`src/rtl/fetch_pkg.sv`:
```
package fetch_pkg;
  // Action chosen for the coming clock edge, highest priority first in fetch_ctrl.
  typedef enum logic [1:0] {
    FA_STEP   = 2'd0,
    FA_HOLD   = 2'd1,
    FA_JUMP   = 2'd2,
    FA_VECTOR = 2'd3
  } fetch_act_e;
endpackage

```
`src/rtl/fetch_ctrl.sv`:
```
module fetch_ctrl
  import fetch_pkg::*;
(
  input  logic       stall_i,
  input  logic       redir_i,
  input  logic       vec_i,
  output fetch_act_e act_o,
  output logic       flush_o,
  output logic       mem_en_o
);
  // Vector over redirect, either flush over stall.
  always_comb begin
    if (vec_i)        act_o = FA_VECTOR;
    else if (redir_i) act_o = FA_JUMP;
    else if (stall_i) act_o = FA_HOLD;
    else              act_o = FA_STEP;
  end

  assign flush_o  = (act_o == FA_VECTOR) || (act_o == FA_JUMP);
  assign mem_en_o = (act_o != FA_HOLD);
endmodule

```
`src/rtl/fetch_pc_reg.sv`:
```
module fetch_pc_reg
  import fetch_pkg::*;
#(
  parameter int unsigned PC_W        = 15,
  parameter int unsigned RESET_ADDR  = 0,
  parameter int unsigned VECTOR_ADDR = 4
) (
  input  logic            clk,
  input  logic            rst,
  input  fetch_act_e      act_i,
  input  logic [PC_W-1:0] target_i,
  output logic [PC_W-1:0] pc_o
);
  localparam logic [PC_W-1:0] PC_RST = PC_W'(RESET_ADDR);
  localparam logic [PC_W-1:0] PC_VEC = PC_W'(VECTOR_ADDR);
  localparam logic [PC_W-1:0] PC_ONE = PC_W'(1);

  logic [PC_W-1:0] pc_q;
  logic [PC_W-1:0] pc_d;

  always_comb begin
    unique case (act_i)
      FA_VECTOR: pc_d = PC_VEC;
      FA_JUMP:   pc_d = target_i;
      FA_HOLD:   pc_d = pc_q;
      default:   pc_d = pc_q + PC_ONE;  // wraps naturally at PC_W bits
    endcase
  end

  always_ff @(posedge clk) begin
    if (rst) pc_q <= PC_RST;
    else     pc_q <= pc_d;
  end

  assign pc_o = pc_q;
endmodule

```
`src/rtl/fetch_slot.sv`:
```
module fetch_slot
  import fetch_pkg::*;
#(
  parameter int unsigned PC_W   = 15,
  parameter int unsigned WORD_W = 14
) (
  input  logic              clk,
  input  logic              rst,
  input  fetch_act_e        act_i,
  input  logic [PC_W-1:0]   fetch_pc_i,
  input  logic [WORD_W-1:0] mem_word_i,
  output logic [WORD_W-1:0] word_o,
  output logic              valid_o,
  output logic [PC_W-1:0]   pc_o
);
  localparam logic [WORD_W-1:0] NOP_WORD = '0;

  logic            valid_q;
  logic [PC_W-1:0] pc_q;

  // The memory output register is the data half of the slot; this keeps its tag.
  always_ff @(posedge clk) begin
    if (rst) begin
      valid_q <= 1'b0;
      pc_q    <= '0;
    end else begin
      unique case (act_i)
        FA_STEP: begin
          valid_q <= 1'b1;
          pc_q    <= fetch_pc_i;
        end
        FA_HOLD: begin
          valid_q <= valid_q;
          pc_q    <= pc_q;
        end
        default: begin
          valid_q <= 1'b0;
          pc_q    <= pc_q;
        end
      endcase
    end
  end

  assign valid_o = valid_q;
  assign pc_o    = pc_q;
  assign word_o  = valid_q ? mem_word_i : NOP_WORD;
endmodule

```
`src/rtl/fetch_unit.sv`:
```
module fetch_unit
  import fetch_pkg::*;
#(
  parameter int unsigned PC_W        = 15,
  parameter int unsigned WORD_W      = 14,
  parameter int unsigned RESET_ADDR  = 0,
  parameter int unsigned VECTOR_ADDR = 4
) (
  input  logic              clk,
  input  logic              rst,
  input  logic              stall_i,
  input  logic              redir_i,
  input  logic [PC_W-1:0]   redir_addr_i,
  input  logic              vec_i,
  output logic              imem_en_o,
  output logic [PC_W-1:0]   imem_addr_o,
  input  logic [WORD_W-1:0] imem_data_i,
  output logic [WORD_W-1:0] ir_word_o,
  output logic              ir_valid_o,
  output logic [PC_W-1:0]   ir_pc_o
);
  fetch_act_e      act;
  logic            flush;
  logic [PC_W-1:0] pc;

  fetch_ctrl u_ctrl (
    .stall_i  (stall_i),
    .redir_i  (redir_i),
    .vec_i    (vec_i),
    .act_o    (act),
    .flush_o  (flush),
    .mem_en_o (imem_en_o)
  );

  fetch_pc_reg #(
    .PC_W        (PC_W),
    .RESET_ADDR  (RESET_ADDR),
    .VECTOR_ADDR (VECTOR_ADDR)
  ) u_pc (
    .clk      (clk),
    .rst      (rst),
    .act_i    (act),
    .target_i (redir_addr_i),
    .pc_o     (pc)
  );

  fetch_slot #(
    .PC_W   (PC_W),
    .WORD_W (WORD_W)
  ) u_slot (
    .clk        (clk),
    .rst        (rst),
    .act_i      (act),
    .fetch_pc_i (pc),
    .mem_word_i (imem_data_i),
    .word_o     (ir_word_o),
    .valid_o    (ir_valid_o),
    .pc_o       (ir_pc_o)
  );

  assign imem_addr_o = pc;
endmodule

```
`config.mk`:
```
export PLATFORM = sky130hd
export DESIGN_NAME = fetch_unit
export DESIGN_NICKNAME = d
export VERILOG_FILES = /design/src/rtl/fetch_pkg.sv /design/src/rtl/fetch_ctrl.sv /design/src/rtl/fetch_pc_reg.sv /design/src/rtl/fetch_slot.sv /design/src/rtl/fetch_unit.sv
export SDC_FILE = /design/constraint.sdc
export NUM_CORES = 1
export LEC_CHECK = 0
export BUFFER_PORTS_ARGS = -buffer_cell sky130_fd_sc_hd__buf_2
export CAP_MARGIN = 20
export CORE_ASPECT_RATIO = 0.9
export CORE_MARGIN = 1
export CORE_UTILIZATION = 39
export CTS_BUF_LIST = sky130_fd_sc_hd__clkbuf_4 sky130_fd_sc_hd__clkbuf_8
export DETAILED_ROUTE_END_ITERATION = 12
export GPL_ROUTABILITY_DRIVEN = 0
export PLACE_DENSITY = 0.7
export SETUP_SLACK_MARGIN = 0.05
export SLEW_MARGIN = 40
export SYNTH_ARGS = -nofsm -noshare
export SYNTH_HDL_FRONTEND = slang
export SYNTH_HIERARCHICAL = 1
export SYNTH_SLANG_ARGS = --single-unit
```
`constraint.sdc`:
```
create_clock -name clk -period 2.3 [get_ports clk]
set_clock_uncertainty 0.05 [all_clocks]
set_input_delay 0 -clock clk [delete_from_list [all_inputs] [get_ports clk]]
set_output_delay 0 -clock clk [all_outputs]
set_load 0.05 [all_outputs]
```
==> flow_metrics.tcl, run 1 <==
set metrics [dict create \
    synth_ff_type "dfxtp_1" \
    stdcell_count 316 \
    drv_cap 0 \
    synth_edf_count 0 \
    first_global_vias 1394 \
    synthArstFlopShare_pct 0 \
    numCtsBuffers 5 \
    fmax_ghz 0.593 \
    critPathKind "reg2reg" \
    core_um2 3810 \
    start_kind "flop" \
    place_inst 295 \
    cts_tree "done" \
    slowest_delay_ns 0.46 \
    antenna_cells 0 \
    die_y_um 62.7 \
    synth_seq_cells 31 \
    post_cts_buffers 0 \
    ys_seq_area_share_pct 38.9 \
    slowest_stage "dfxtp_1" \
    grt_pass1_wl_mm 6.53 \
    cp.required_ns 2.43 \
    start_util_pct 41.8 \
    dp_hpwl_mm 2.77 \
    synthToLayoutAreaGrowth_pct 42.1 \
    worstPathMaxFanout 6 \
    yosysWarnings 6 \
    ys_types 36 \
    num_rows 21 \
    synth_most_common_cell "dfxtp_1" \
    relSlewSlack_pct 60.7 \
    clk_latency_ns 0.28 \
    routedWlPerCell_um 12.3 \
    synth_area_leaders "dfxtp_1, or3b_1, and2_1, a21oi_1, o21ai_0" \
    cp-end-kind "flop" \
    path_cells "ha_1, nand3b_2, nor4_2, xor2_1, a22o_1" \
    final_max_slew_viol_count 0 \
    antenna_found_initial 0 \
    netlist_instances 179 \
    grt_max_degree 33 \
    hold_viol_final 0 \
    drtIter0Drc 77 \
    ioPinCount 80 \
    track_usage_pct 18.9 \
    power_mw 1.33 \
    setup_viol 0 \
    yosys.area.top_type "dfxtp_1" \
    cts_htree_levels 2 \
    power.leakage_nw 1.12 \
    dr.pass1.iters 4 \
    vias_per_cell 4.94 \
    clkSlewWorstSetupHoldPaths_ns 0.07 \
    netlist_area_um2 1590 \
    portBuffers 79 \
    syn-num-nets 214 \
    ir_worst_vdd_uv 792 \
    rsz0062_at_grt "no" \
    cts-root-buf "clkbuf_8" \
    worst_slew_pin_slew_ns 0.588 \
    die-width_um 69.4 \
    avgSynthCellArea_um2 8.91 \
    ant_nets 0 \
    grt-ovfl-total 0 \
    wl_mm 3.88 \
    layout_min_cycle_time_ns 1.69 \
    dieArea_um2 4350 \
    synthTopCellsByCount "dfxtp_1, a21oi_1, o21ai_0" \
    cts.sinks 31 \
    p_per_area_nw_per_um2 589 \
    nets 304 \
    drc 0 \
    arrival_ns 1.81 \
    period_share_pct 73.3 \
    vias 1561 \
    clk_path_buf_depth 2 \
    holdCritPathClass "in2reg" \
    synth_top_area_share_pct 38.9 \
    setup_tns_ns 0 \
    status "complete, no violations" \
    drive_gt1_share_pct 37.8 \
]
[registers in the layout (all words and copies together) (netlist names)]
register	flops
u_slot/pc_o	15
u_pc/pc_o	15
u_slot/valid_o	1
[metal layers]
layer	track usage, %	routed length [um]	up-vias
met5	0	0	-
met4	6.12	24	0
met3	7.26	312	2
met2	28.8	1710	66
met1	24.5	1840	678
li1	-	-	815
[critical path: cells and delay by family, from the launching register on]
family / cells / cell delay, ns
and+or+nand+nor: 2 / 0.51
DFF: 1 / 0.46
adders and majority gates: 1 / 0.26
AOI/OAI and AO/OA: 1 / 0.20
xor gates and xnor gates: 1 / 0.11
[path summary, 6_finish.rpt]
| path | start | end | slack (ns) | depth (start not counted) |
|---|---|---|---|---|
| worst max-delay path | u_pc/pc_o[0] | u_pc/pc_o[12] | 0.61 | 5 |
| worst min-delay path | redir_addr_i[0] | u_pc/pc_o[0] | 0.03 | 5 |
| worst min register to register | u_slot/pc_o[7] | u_slot/pc_o[7] | 0.42 | 2 |
| worst max register to register | u_pc/pc_o[0] | u_pc/pc_o[12] | 0.61 | 5 |
[metrics by stage]
| stage | area [um^2] | util (%) | hold slack, ns | setup WS, ns |
|---|---|---|---|---|
| 2_1_floorplan | 1590 | - | 0.0224 | 0.383 |
| 3_3_place_gp | 2020 | 52.9 | 0.169 | 0.739 |
| 3_5_place_dp | 2020 | 52.9 | 0.171 | 0.651 |
| 4_1_cts | 2260 | 59.4 | 0.0125 | 0.633 |
| 5_1_grt | 2260 | 59.4 | 0.0643 | 0.521 |
| 6_report | 2260 | 59.4 | 0.0324 | 0.615 |
[what timing repair did]
item	in CTS	in global routing
hold endpoints to repair	13	0
resized for setup	0	0
hold buffers	13	0
[cell type report]
type	count	area, um^2
Timing Repair Buffer	96	556
Fill cell	362	1550
Multi-Input combinational cell	129	891
Clock inverter	2	35.0
Sequential cell	31	621
Clock buffer	6	82.6
Inverter	6	22.5
Tap cell	46	57.6
[where the power goes]
part           internal [mW]  leakage (nW)  switching (mW)
clock                  0.350        0.0612           0.201
combinational         0.0774         0.806           0.131
sequential             0.552         0.252          0.0225
total                  0.979          1.12           0.354
[layout by cell type, fill, tap and decap left out, drive strengths merged, types with 2 or more instances in the layout]
cell type    netlist  layout
a211oi             2       2
a21o               2       2
a21oi             17      17
a22o              10      10
and2              14      14
buf                5      83
clkbuf             8       6
dfxtp             31      31
dlygate4sd3        0      13
inv                6       6
nand2              8       8
nand3              3       3
nand4              2       2
nor2              12      12
nor3               6       6
nor4               3       3
o21ai             16      16
or3b              15      15
xnor2              4       4
xor2               7       7
[logic make-up after synthesis]
kind of cell | count (synthesis) | synth area share (%)
simple gates | 66 | 29.0
compound gates | 50 | 19.4
flops | 31 | 38.9
buf+inv | 19 | 5.18
xor+xnor | 11 | 6.04
mux | 1 | 0.628
fa+ha+maj | 1 | 0.785
(Power assumes the default switching activity.)
==> run 2: changes to the inputs <==
--- a/config.mk
+++ b/config.mk
@@ -5,6 +5,7 @@
 export SDC_FILE = /design/constraint.sdc
 export NUM_CORES = 1
 export LEC_CHECK = 0
+export ABC_AREA = 1
 export BUFFER_PORTS_ARGS = -buffer_cell sky130_fd_sc_hd__buf_2
 export CAP_MARGIN = 20
 export CORE_ASPECT_RATIO = 0.9
==> constraint.sdc (replaced) <==
create_clock -name clk -period 1.4 [get_ports clk]
set_clock_uncertainty 0.05 [all_clocks]
set_input_delay 0 -clock clk [delete_from_list [all_inputs] [get_ports clk]]
set_output_delay 0 -clock clk [all_outputs]
set_load 0.05 [all_outputs]
==> flow_metrics.tcl, run 2 <==
set metrics [dict create \
    netlist_area_um2 1900 \
    rsz0062_at_grt "yes" \
    drtIter0Drc 93 \
    synth-xor-area-share_pct 2.30 \
    period_share_pct 92.5 \
    dp_hpwl_mm 3.67 \
    hold_viol_final 0 \
    final_max_slew_viol_count 0 \
    antenna_found_initial 0 \
    pre_cts_ws_ns 0.106 \
    ioPinCount 80 \
    ys_seq_area_share_pct 32.7 \
    die_y_um 68.2 \
    power.leakage_nw 1.33 \
    synth_edf_count 0 \
    cts_tree "done" \
    postLayoutCellArea_um2 2640 \
    numCtsBuffers 5 \
    clk_path_buf_depth 2 \
    yosys.area.top_type "dfxtp_1" \
    synthSimpleGateAreaFrac_pct 40.7 \
    cp-end-kind "flop" \
    core_um2 4580 \
    netlist_instances 304 \
    syn-num-nets 339 \
    synth_area_leaders "dfxtp_1, nand2_1, nor2_1, inv_1, nand3_1" \
    cts.sinks 31 \
    grt_max_degree 31 \
    status "complete, no violations" \
    p_per_area_nw_per_um2 928 \
    relSlewSlack_pct 77.8 \
    grt-ovfl-total 0 \
    holdCritPathClass "in2reg" \
    ys_types 28 \
    num_rows 23 \
    nets 433 \
    cp.required_ns 1.56 \
    grt_pass1_wl_mm 8.42 \
    final_cell_mix "nand2_1, buf_2, nor2_1" \
    routedWlPerCell_um 10.8 \
    holdWs_ns 0.0405 \
    vias_per_cell 4.49 \
    layout_min_cycle_time_ns 1.30 \
    avgSynthCellArea_um2 6.25 \
    worst_slew_pin_slew_ns 0.332 \
    start_util_pct 41.5 \
    stdcell_count 461 \
    yosysWarnings 6 \
    wl_mm 5.00 \
    synth_compound_area_share_pct 9.28 \
    setup_viol 0 \
    ant_nets 0 \
    synth_top_family_by_area "simple AND/OR/NAND/NOR gates" \
    antenna_cells 0 \
    synthArstFlopShare_pct 0 \
    clk_latency_ns 0.28 \
    vias 2070 \
    first_global_vias 1847 \
    cts-root-buf "clkbuf_8" \
    synth_most_common_cell "nand2_1" \
    final_util_pct 57.6 \
    power_mw 2.45 \
    die-width_um 75.6 \
    critPathKind "reg2reg" \
    mostFrequentLayoutCell "nand2_1" \
    drc 0 \
    timing.final.ws_setup_ns 0.105 \
    drv_cap 0 \
    place_inst 443 \
    start_kind "flop" \
    synthTopCellsByCount "nand2_1, nor2_1, inv_1" \
    dr.pass1.iters 4 \
    place_area_um2 2410 \
    synth_top_area_share_pct 32.7 \
    synth_seq_cells 31 \
    arrival_ns 1.46 \
    synth_ff_type "dfxtp_1" \
    setup_tns_ns 0 \
    synthMuxAreaShare_pct 0 \
    drive_gt1_share_pct 37.3 \
    synthAdderAreaFrac_pct 0.658 \
    track_usage_pct 21.7 \
    dieArea_um2 5160 \
    synthToLayoutAreaGrowth_pct 38.6 \
    portBuffers 79 \
    ir_worst_vdd_uv 591 \
    fmax_ghz 0.772 \
    worstPathMaxFanout 5 \
    clkSlewWorstSetupHoldPaths_ns 0.07 \
    cts_htree_levels 2 \
]
## run 2: power breakdown
group	internal, mW	switching (mW)	total [mW]	leakage, nW
Sequential	0.928	0.0528	0.981	0.260
Clock	0.575	0.341	0.916	0.0612
Combinational	0.181	0.368	0.549	1.01
Total	1.68	0.762	2.45	1.33
## run 2: path summary, 6_finish.rpt
check | from | end | slack (ns) | cells past startpoint
worst max-delay path | u_pc/pc_o[0] | u_pc/pc_o[10] | 0.10 | 9
worst min-delay path | redir_addr_i[9] | u_pc/pc_o[9] | 0.04 | 5
worst max register to register | u_pc/pc_o[0] | u_pc/pc_o[10] | 0.10 | 9
worst min register to register | u_slot/pc_o[6] | u_slot/pc_o[6] | 0.43 | 2
## run 2: cells by family after synthesis
group,count (synthesis)
simple gates,181
buf+inv,58
flops,31
compound gates,28
xor+xnor,5
fa+ha+maj,1
## run 2: cell type report
cell class	count	area (um^2)
Multi-Input combinational cell	215	1040
Clock inverter	2	35.0
Tap cell	62	77.6
Inverter	46	173
Fill cell	458	1940
Clock buffer	6	82.6
Timing Repair Buffer	99	581
Sequential cell	31	646
## run 2: repair_timing
item,in CTS,in global routing
setup buffers,0,6
setup endpoints to repair,0,7
hold buffers,4,0
resized for setup,0,5
endpoints found under the hold margin,4,0
## run 2: per-layer routing
metal	global-route usage, %	wire, um
met2	35.4	2350
met4	5.79	25
met1	28.6	2310
met5	0	0
met3	5.45	316
## run 2: worst max-delay path, cell delays in order (launching register included)
cell and delay (ns):
dfxtp_4 0.38, ha_4 0.16, nand3_4 0.09, nor2_4 0.17, nand2_1 0.07, nand2_1 0.06
nand2_1 0.04, nand2_1 0.05, nand2_1 0.05, a21oi_2 0.10
==> run 3: changes to the inputs <==
--- a/config.mk
+++ b/config.mk
@@ -14,10 +14,9 @@
 export CTS_BUF_LIST = sky130_fd_sc_hd__clkbuf_4 sky130_fd_sc_hd__clkbuf_8
 export DETAILED_ROUTE_END_ITERATION = 12
 export GPL_ROUTABILITY_DRIVEN = 0
-export PLACE_DENSITY = 0.7
+export PLACE_DENSITY = 0.71
 export SETUP_SLACK_MARGIN = 0.05
 export SLEW_MARGIN = 40
 export SYNTH_ARGS = -nofsm -noshare
 export SYNTH_HDL_FRONTEND = slang
-export SYNTH_HIERARCHICAL = 1
 export SYNTH_SLANG_ARGS = --single-unit
==> flow_metrics.tcl, run 3 <==
set metrics [dict create \
    rsz0062_at_grt "yes" \
    cts-root-buf "clkbuf_8" \
    drv_cap 0 \
    dp_hpwl_mm 3.33 \
    clk_latency_ns 0.29 \
    first_global_vias 1647 \
    start_kind "flop" \
    p_comb_share_pct 22.1 \
    worstPathMaxFanout 5 \
    portBuffers 79 \
    routedWlPerCell_um 11.1 \
    critPathKind "reg2reg" \
    drc 0 \
    grt_max_degree 21 \
    numCtsBuffers 5 \
    dieArea_um2 4750 \
    postLayoutCellArea_um2 2490 \
    holdWs_ns 0.0190 \
    core_um2 4180 \
    seqCellArea_um2 646 \
    synthToLayoutAreaGrowth_pct 42.3 \
    synth_compound_area_share_pct 12.2 \
    pre_cts_ws_ns 0.0319 \
    fmax_ghz 0.731 \
    dr.pass1.iters 4 \
    ant_nets 0 \
    rr_worst_depth 9 \
    synthAdderAreaFrac_pct 0.716 \
    synth_area_leaders "dfxtp_1, nand2_1, inv_1, nor2_1, nand3_1" \
    grt-ovfl-total 0 \
    clk_path_buf_depth 2 \
    synth_edf_count 0 \
    wl_mm 4.67 \
    r2r_slack_ns 0.03 \
    cts.sinks 31 \
    synth_top_area_share_pct 35.5 \
    relSlewSlack_pct 61.6 \
    syn-num-nets 299 \
    setup_viol 0 \
    synthArstFlopShare_pct 0 \
    power_mw 2.17 \
    drive_gt1_share_pct 38.4 \
    holdCritPathClass "in2reg" \
    vias_per_cell 4.63 \
    die-width_um 72.6 \
    start_util_pct 41.8 \
    antenna_cells 0 \
    synth_ff_type "dfxtp_1" \
    worst_slew_pin_slew_ns 0.575 \
    synth_seq_cells 31 \
    p_per_area_nw_per_um2 872 \
    ioPinCount 80 \
    intPower_mw 1.46 \
    num_rows 22 \
    arrival_ns 1.51 \
    clkSlewWorstSetupHoldPaths_ns 0.06 \
    netlist_instances 264 \
    nFillCells 422 \
    cp-end-kind "flop" \
    pwr-share-seq_pct 44.7 \
    synthSimpleGateAreaFrac_pct 37.6 \
    nets 393 \
    p_sw_share_pct 32.6 \
    ys_types 32 \
    grt_pass1_wl_mm 7.48 \
    yosys.area.top_type "dfxtp_1" \
    netlist_area_um2 1750 \
    cp.required_ns 1.54 \
    avgSynthCellArea_um2 6.62 \
    synth-xor-area-share_pct 1.00 \
    mostFrequentLayoutCell "buf_2" \
    track_usage_pct 21.2 \
    place_area_um2 2230 \
    yosysWarnings 0 \
    power.leakage_nw 1.35 \
    multi_input_comb_area_um2 953 \
    cts_htree_levels 2 \
    period_share_pct 97.7 \
    drtIter0Drc 84 \
    whs_path_depth 3 \
    synth_top_family_by_area "simple AND/OR/NAND/NOR gates" \
    p_sw_uw 708 \
    ys_seq_area_share_pct 35.5 \
    final_max_slew_viol_count 0 \
    ir_worst_vdd_uv 482 \
    synth_most_common_cell "nand2_1" \
    layout_min_cycle_time_ns 1.37 \
    status "complete, no violations" \
    final_cell_mix "buf_2, nand2_1, inv_1" \
    p_clk_share_pct 33.2 \
    synthTopCellsByCount "nand2_1, inv_1, dfxtp_1" \
    die_y_um 65.5 \
    antenna_found_initial 0 \
    hold_viol_final 0 \
    synthMuxAreaShare_pct 0 \
    timing.final.ws_setup_ns 0.0316 \
    vias 1939 \
    cts_tree "done" \
]
run 3: cell count changes in the layout (fill, tap and decap cells not counted), sizes merged, moves of 4 or more:
cell         before  now
o21ai             7   19
nand3            14   23
inv              46   40
buf              95   85
nor2             66   39
nand2            96   72
a31oi             1    5
dlygate4sd3       4   11
run 3: worst max-delay path, stage by stage, from the launching register on:
cell and delay, ns:
dfxtp_4 0.38, ha_4 0.16, nand2_4 0.05, nor2_4 0.17, buf_6 0.12, nand4_1 0.09, nand2_1 0.09, nand3_1 0.07
nand2_1 0.06, inv_1 0.04
run 3: per-layer routing:
| layer | track usage, % | vias up | routed length, um |
|---|---|---|---|
| li1 | - | 1022 | - |
| met1 | 26.9 | 836 | 2200 |
| met2 | 32.1 | 77 | 2070 |
| met3 | 8.44 | 4 | 358 |
| met4 | 8.09 | 0 | 41 |
| met5 | 0 | - | 0 |
run 3: cells by family after synthesis:
kind of cell	count (synthesis)
buffers and inverters	50
DFF	31
and+or+nand+nor	142
adders and majority gates	1
AOI/OAI and AO/OA	38
xor gates and xnor gates	2
run 3: power groups by stage:
stage               logic [mW]  registers (mW)  clock network [mW]
finish                   0.480           0.970               0.720
global route             0.517           0.976               0.794
CTS                      0.479           0.969               0.739
detailed placement       0.454           0.988                   0
global placement         0.451           0.987                   0
floorplan                0.178            1.13                   0
run 3: what timing repair did:
action                                 in CTS  in global routing
endpoints found under the hold margin      11                  0
setup endpoints to repair                   2                  6
buffers inserted                            0                  1
hold buffers                               11                  0
gates resized for setup                     1                 12
pin swaps                                   1                  7
run 3: final timing paths:
check                               startpoint        endpoint
worst max-delay path              u_pc.pc_o[1]   u_pc.pc_o[14]
worst min-delay path                       rst    u_pc.pc_o[6]
worst max register to register    u_pc.pc_o[1]   u_pc.pc_o[14]
worst min register to register  u_slot.pc_o[2]  u_slot.pc_o[2]
run 3: final cells by class:
type                       instances  area share, %
sequential                        31           26.0
clock inverter                     1          0.201
multi-input combinational        183           38.3
clock buffer                       7           3.37
tap                               60           3.02
inverter                          41           6.34
timing repair buffer              96           22.8
run 3: metrics by stage:
step,setup TNS (ns),std cells,utilization (%)
after detailed placement,0,399,53.4
after CTS,0,418,58.3
after floorplan,0,264,-
after global placement,0,399,53.4
final,0,419,59.4
after global routing,-0.0700,419,59.4
